===== config.mk =====
export PLATFORM = sky130hd
export DESIGN_NAME = ctlreg_move_unit
export DESIGN_NICKNAME = d
export VERILOG_FILES = /design/src/rtl/ctlmv_pkg.sv /design/src/rtl/ctlmv_decode.sv /design/src/rtl/ctlmv_regs.sv /design/src/rtl/ctlmv_vecgen.sv /design/src/rtl/ctlreg_move_unit.sv
export SDC_FILE = /design/constraint.sdc
export NUM_CORES = 1
export LEC_CHECK = 0
export ABC_CLOCK_PERIOD_IN_PS = 4900
export BUFFER_PORTS_ARGS = -buffer_cell sky130_fd_sc_hd__buf_4
export CORE_AREA = 2 2 82 84
export CTS_CLUSTER_SIZE = 10
export DETAILED_ROUTE_END_ITERATION = 10
export DIE_AREA = 0 0 84 86
export GPL_TIMING_DRIVEN = 0
export PLACE_DENSITY_LB_ADDON = 0.15
export SYNTH_ARGS = -nofsm -noshare
export SYNTH_HDL_FRONTEND = slang
export SYNTH_SLANG_ARGS = --single-unit

===== constraint.sdc =====
create_clock -name clk -period 4.9 [get_ports clk]
set_clock_uncertainty 0.15 [all_clocks]
set_input_delay 0.245 -clock clk [delete_from_list [all_inputs] [get_ports clk]]
set_output_delay 0.245 -clock clk [all_outputs]
set_load 0.005 [all_outputs]

===== src/rtl/ctlmv_pkg.sv =====
package ctlmv_pkg;

    localparam int XLEN_DEF  = 32;
    localparam int FC_W_DEF  = 3;
    localparam int ALIGN_DEF = 10;
    localparam int VEC_W_DEF = 8;
    localparam int IDX_W_DEF = 3;
    localparam int CODE_W    = 12;

    localparam logic [CODE_W-1:0] CODE_SFC = 12'h000;
    localparam logic [CODE_W-1:0] CODE_DFC = 12'h001;
    localparam logic [CODE_W-1:0] CODE_USP = 12'h800;
    localparam logic [CODE_W-1:0] CODE_VBR = 12'h801;

    // opcode bits 15:1 that identify the instruction
    localparam logic [14:0] OPC_PATTERN = 15'h273D;

    typedef enum logic [1:0] {
        SEL_SFC = 2'd0,
        SEL_DFC = 2'd1,
        SEL_USP = 2'd2,
        SEL_VBR = 2'd3
    } crsel_e;

    typedef struct packed {
        logic   hit;
        logic   to_ctrl;
        logic   code_ok;
        crsel_e sel;
        logic   cls;
        logic [IDX_W_DEF-1:0] idx;
    } dec_t;

endpackage


===== src/rtl/ctlmv_decode.sv =====
module ctlmv_decode
    import ctlmv_pkg::*;
(
    input  logic [15:0] opcode_i,
    input  logic [15:0] ext_i,
    output dec_t        dec_o
);

    always_comb begin
        dec_o         = '0;
        dec_o.hit     = (opcode_i[15:1] == OPC_PATTERN);
        dec_o.to_ctrl = opcode_i[0];
        dec_o.cls     = ext_i[15];
        dec_o.idx     = ext_i[14:12];
        dec_o.code_ok = 1'b1;
        unique case (ext_i[CODE_W-1:0])
            CODE_SFC: dec_o.sel = SEL_SFC;
            CODE_DFC: dec_o.sel = SEL_DFC;
            CODE_USP: dec_o.sel = SEL_USP;
            CODE_VBR: dec_o.sel = SEL_VBR;
            default: begin
                dec_o.sel     = SEL_SFC;
                dec_o.code_ok = 1'b0;
            end
        endcase
    end

endmodule


===== src/rtl/ctlmv_regs.sv =====
module ctlmv_regs
    import ctlmv_pkg::*;
#(
    parameter int XLEN  = XLEN_DEF,
    parameter int FC_W  = FC_W_DEF,
    parameter int ALIGN = ALIGN_DEF
) (
    input  logic            clk,
    input  logic            rst_n,
    input  logic            we_i,
    input  crsel_e          sel_i,
    input  logic [XLEN-1:0] wdata_i,
    output logic [XLEN-1:0] rdata_o,
    output logic [XLEN-1:0] vbr_o
);

    localparam logic [XLEN-1:0] ALIGN_MASK = ~((XLEN'(1) << ALIGN) - XLEN'(1));

    typedef struct packed {
        logic [FC_W-1:0] sfc;
        logic [FC_W-1:0] dfc;
        logic [XLEN-1:0] usp;
        logic [XLEN-1:0] vbr;
    } state_t;

    state_t st_d, st_q;

    always_comb begin
        st_d = st_q;
        if (we_i) begin
            unique case (sel_i)
                SEL_SFC: st_d.sfc = wdata_i[FC_W-1:0];
                SEL_DFC: st_d.dfc = wdata_i[FC_W-1:0];
                SEL_USP: st_d.usp = wdata_i;
                SEL_VBR: st_d.vbr = wdata_i & ALIGN_MASK;
                default: st_d = st_q;
            endcase
        end
    end

    always_ff @(posedge clk or negedge rst_n) begin
        if (!rst_n) st_q <= '0;
        else        st_q <= st_d;
    end

    always_comb begin
        unique case (sel_i)
            SEL_SFC: rdata_o = XLEN'(st_q.sfc);
            SEL_DFC: rdata_o = XLEN'(st_q.dfc);
            SEL_USP: rdata_o = st_q.usp;
            SEL_VBR: rdata_o = st_q.vbr;
            default: rdata_o = '0;
        endcase
    end

    assign vbr_o = st_q.vbr;

endmodule


===== src/rtl/ctlmv_vecgen.sv =====
module ctlmv_vecgen #(
    parameter int XLEN  = 32,
    parameter int VEC_W = 8
) (
    input  logic [XLEN-1:0]  vbr_i,
    input  logic [VEC_W-1:0] vec_num_i,
    output logic [XLEN-1:0]  vec_addr_o
);

    localparam int OFF_W = VEC_W + 2;

    logic [XLEN-1:0] offset;

    always_comb begin
        offset             = '0;
        offset[OFF_W-1:0]  = {vec_num_i, 2'b00};
        vec_addr_o         = vbr_i + offset;
    end

endmodule


===== src/rtl/ctlreg_move_unit.sv =====
module ctlreg_move_unit
    import ctlmv_pkg::*;
#(
    parameter int XLEN  = XLEN_DEF,
    parameter int FC_W  = FC_W_DEF,
    parameter int ALIGN = ALIGN_DEF,
    parameter int VEC_W = VEC_W_DEF
) (
    input  logic             clk,
    input  logic             rst_n,
    input  logic             exec_i,
    input  logic [15:0]      opcode_i,
    input  logic [15:0]      ext_i,
    output logic             rf_rd_cls_o,
    output logic [2:0]       rf_rd_idx_o,
    input  logic [XLEN-1:0]  rf_rd_data_i,
    output logic             rf_wr_en_o,
    output logic             rf_wr_cls_o,
    output logic [2:0]       rf_wr_idx_o,
    output logic [XLEN-1:0]  rf_wr_data_o,
    output logic             done_o,
    output logic             illegal_o,
    input  logic [VEC_W-1:0] vec_num_i,
    output logic [XLEN-1:0]  vec_addr_o
);

    dec_t            dec;
    logic            ctl_we;
    logic [XLEN-1:0] ctl_rdata;
    logic [XLEN-1:0] vbr;
    logic            active;

    ctlmv_decode u_dec (
        .opcode_i (opcode_i),
        .ext_i    (ext_i),
        .dec_o    (dec)
    );

    assign active = exec_i & dec.hit;
    assign ctl_we = active & dec.code_ok & dec.to_ctrl;

    ctlmv_regs #(.XLEN(XLEN), .FC_W(FC_W), .ALIGN(ALIGN)) u_regs (
        .clk     (clk),
        .rst_n   (rst_n),
        .we_i    (ctl_we),
        .sel_i   (dec.sel),
        .wdata_i (rf_rd_data_i),
        .rdata_o (ctl_rdata),
        .vbr_o   (vbr)
    );

    ctlmv_vecgen #(.XLEN(XLEN), .VEC_W(VEC_W)) u_vec (
        .vbr_i      (vbr),
        .vec_num_i  (vec_num_i),
        .vec_addr_o (vec_addr_o)
    );

    assign rf_rd_cls_o  = dec.cls;
    assign rf_rd_idx_o  = dec.idx;
    assign rf_wr_cls_o  = dec.cls;
    assign rf_wr_idx_o  = dec.idx;
    assign rf_wr_data_o = ctl_rdata;
    assign rf_wr_en_o   = active & dec.code_ok & ~dec.to_ctrl;
    assign done_o       = active;
    assign illegal_o    = active & ~dec.code_ok;

endmodule


==> reports/summary.md <==
The sequential fraction of the synthesis area is 49.28%. Of all nets on the critical path, the largest fanout is 10. The run gives 0 as the number of slew-limit violations in the final report. The number of optimization iterations in the first detailed-route pass is 4. Summed over all nets, wire length on met2 after detailed routing comes to 3.789 mm. The origin of the worst min-delay path is rf_rd_data_i[2].

For hold timing, the worst endpoint is u_regs.st_q[69]. The part of the power in combinational logic is 9.6%, and the placed instance count is 451. The number of buffers between clock root and the deepest sink came out at 2. The H-tree depth reported by CTS is 3, and the proportion of layout cells with a drive suffix above 1 is 54.74%. The flow ran to the end, and the final reports show no timing, DRC or antenna violations.

In the layout the commonest cells are buf_4 (174), dfrtp_1 (60), dlygate4sd3_1 (32), mux2_1 (30), mux2_2 (30). Walking the worst path, the cells encountered are buf_4 > or4_1 > buf_2 > nor4_2 > clkbuf_1 > a22oi_1 > o21ai_0 > buf_4. The internal portion of total power was 0.0008094 W; the cell area after synthesis was 3047 µm². The smallest clock period supported by the final layout is computed as 2.891 ns. The tool flagged a number of max-cap violations equal to 0.

For this run, the number of Yosys warnings is 0. The growth of design area from synthesis to finish is 53.43%, and the clock network fraction of total power is 42.8%. The logs give 0 for the post-cts gate resize count and 588 µm for the routed wire length on met3.

The run gives 48.53% as the initial core utilization. The die footprint came out at 7224 µm². TritonCTS built the clock tree. The static leakage power is 2.527 nW, and the post-detailed-route wirelength per cell is 15.05 µm. The type of the tightest min-delay check was in2reg. The relative max-transition margin was 48.89%. Dividing the final minimum period by the clock period gives 59.00%. The later pin in the worst-skew pair is clocked with a latency of 0.32 ns. Counting the buffers created by CTS gives 9.

After Yosys synthesis, full adders, half adders and majority gates account for 0% of the synthesized area. The largest single stage delay on the critical path is 0.52 ns. The distinct cell type count after synthesis came out at 29. STA puts the critical path data arrival time at 2.50 ns.

Synthesized-area fraction occupied by ao, oa, aoi and oai cells: 8.172%. The number of antenna diodes in the final layout is 0. The most common cell after layout, fill and taps aside was buf_4.

The floorplan step defined a core boundary enclosing 6277 µm². For the total power, the log shows 0.001042 W. Once placement finished, the instance area stood at 4153 µm². Power spread over the standard cell area amounts to 222.9 nW/µm².

Cell with the largest stage delay on the worst path: or4_1. The largest family of logic cells by synthesized area was multiplexers. The parity-gate share of the synthesized area counting xor and xnor cells was 0%; the count of cells along the worst register-to-register path was 1. The average size of a mapped cell was 12.75 µm²; the flop and latch count out of synthesis was 60.

Measured slew at the worst slew-check pin: 0.7666 ns. The highest clock rate was 345.9 MHz. Across all layers, the routed design uses 2498 vias. The run gives 21.10% as the all-layer global routing usage. The worst supply voltage drop on vdd was 0.0002455 V; the CTS clock-pin slew for the worst setup and hold paths was 0.06 ns. In this run the critical register-to-register path is captured at u_regs.vbr_o[21].

The net switching fraction of the power came out at 22.31%. Entering global routing, the biggest net connects 61 pins. The sum of negative setup slack was 0 ns. For the number of standard-cell rows in the floorplan, the log shows 29. The HPWL after detailed placement is 5.314 mm. The run gives 499 as the final cell count without fillers. Cell repeated most along the worst path: buf_4. The logs give 3.027 mm for the met1 layer wirelength in the final routing and 0 for the initial antenna violation count.

The worst setup path is of the in2out kind. After detailed routing, no signal wire sits above met4. The cell depth of the worst hold path came out at 2. In this run the critical register-to-register path is launched from u_regs.vbr_o[21].

The worst setup slack for register-to-register paths was 3.93 ns; the mux share of post-synthesis cell area was 22.18%. The run gives 4.51 ns as the worst endpoint required time. For this run, design rule violations remaining after detail routing come to 0. Endpoint type of the worst setup path: an output pin.

The run gives 2541 as the number of global-route vias before repair. The tools report the core utilization of the finished layout as 74.47%. The logs give 239 for the post-synthesis cell count and 60 for the number of clock sinks seen by CTS. Once layout is done, the placed cells without fillers occupy 4674 µm². The boundary pin count is 150. The critical path launch point type was an input pin. Setup repair after global routing left no endpoint under its margin. The share of total power dissipated in sequential elements is 47.5%.

The wire length of the first global-routing pass came out at 12.05 mm. Summed over all layers, the global routing overflow is 0. The detail route stage leaves a number of antenna-violating nets equal to 0. The congestion estimate from routability-driven global placement came to 0.7645. The simple-gate share of the synthesized area was 8.419%; the iteration-0 DRC count of the detailed router was 77. The hold violation count in the final report came out at 0.

In this run the tool buffered the top-level ports with 134 buffer cells. The height of the die is 86 µm. The tools report the root buffer selected by CTS as clkbuf_8. The number of nets in the layout was 492.

The switching component of the power is 0.0002324 W. After detailed routing, the number of vias per cell comes to 5.006. The die is 84 µm wide.

The run gives 7.512 mm as the total detailed-routing wirelength. For the count of endpoints failing setup in the final report, the log shows 0.
==> cell families after synthesis <==
group	Yosys count
buffers and inverters	54
other	1
AOI/OAI and AO/OA	31
muxes	60
DFF	60
and+or+nand+nor	33
==> synth_stat cells <==
library cell,number,area [µm²]
nand4_1,1,6.260
clkbuf_1,8,30.03
nor2b_1,3,18.77
nand4b_1,3,26.28
nand3_2,1,10.01
buf_2,6,30.03
dfrtp_1,60,1501
conb_1,1,3.750
mux2_2,30,337.8
or3_1,1,6.260
nand4bb_1,1,11.26
nand2b_1,1,6.260
nor2_1,1,3.750
a22o_1,22,192.7
or4_1,2,15.01
nand3_1,1,5.000
nor4_1,2,12.51
nor4_2,1,12.51
a22oi_1,3,22.52
nor3_1,1,5.000
or2_2,1,6.260
nor4_4,2,42.54
mux2_1,30,337.8
and2_1,8,50.05
a31oi_1,3,18.77
or4bb_1,1,11.26
buf_4,40,300.3
nand2_1,2,7.510
o21ai_0,3,15.01
==> worst max-delay path: cells and delay by family <==
kind,cells,cell delay [ns]
and+or+nand+nor,2,1.04
buffers and inverters,4,0.91
AOI/OAI and AO/OA,2,0.29
==> power groups by stage <==
stage                     registers (W)  logic (W)  clock network, W
after detailed placement       0.000505  0.0000804                 0
after floorplan                0.000505  0.0000190                 0
after global routing           0.000495   0.000109          0.000474
final                          0.000495   0.000100          0.000446
after CTS                      0.000495   0.000101          0.000455
after global placement         0.000505  0.0000788                 0
==> metal layers <==
metal  up-vias  GRT usage (%)
met3         9          6.641
met4         0          7.478
met5         -              0
met1      1205          24.38
li1       1184              -
met2       100          37.16
==> sequential cells by signal, indices dropped and copies added, names as in the netlist <==
name / cells
u_regs.vbr_o: 22
u_regs.st_q: 38
==> layout make-up <==
class / count / area (µm²)
Clock inverter: 6 / 63.81
Tap cell: 77 / 96.34
Fill cell: 462 / 1603
Timing Repair Buffer: 166 / 1326
Multi-Input combinational cell: 126 / 1189
Buffer: 54 / 360.3
Clock buffer: 10 / 137.6
Sequential cell: 60 / 1501
==> repair_timing <==
action | 4_1_cts | 5_1_grt
setup endpoints to repair | 0 | 0
hold buffers | 32 | 0
endpoints found under the hold margin | 114 | 0
setup buffers | 0 | 0
==> worst max path at each step <==
| stage | startpoint | to | slack, ns | cells past startpoint |
|---|---|---|---|---|
| finish | ext_i[5] | rf_wr_data_o[2] | 2.01 | 8 |
| global route | ext_i[9] | rf_wr_data_o[2] | 1.89 | 8 |
| floorplan | ext_i[5] | rf_wr_data_o[2] | 2.68 | 6 |
| detailed placement | ext_i[5] | rf_wr_data_o[2] | 1.96 | 8 |
| CTS | ext_i[5] | rf_wr_data_o[2] | 1.98 | 8 |
| global placement | ext_i[9] | rf_wr_data_o[2] | 1.97 | 8 |
==> metrics by stage <==
step,worst slack [ns],hold WS (ns)
after floorplan,2.685,-0.2006
after global placement,1.968,0.2080
after detailed placement,1.962,0.2172
after CTS,1.979,0.003405
after global routing,1.890,0.005566
final,2.009,0.02027
Power figures use the tool's default switching activity.
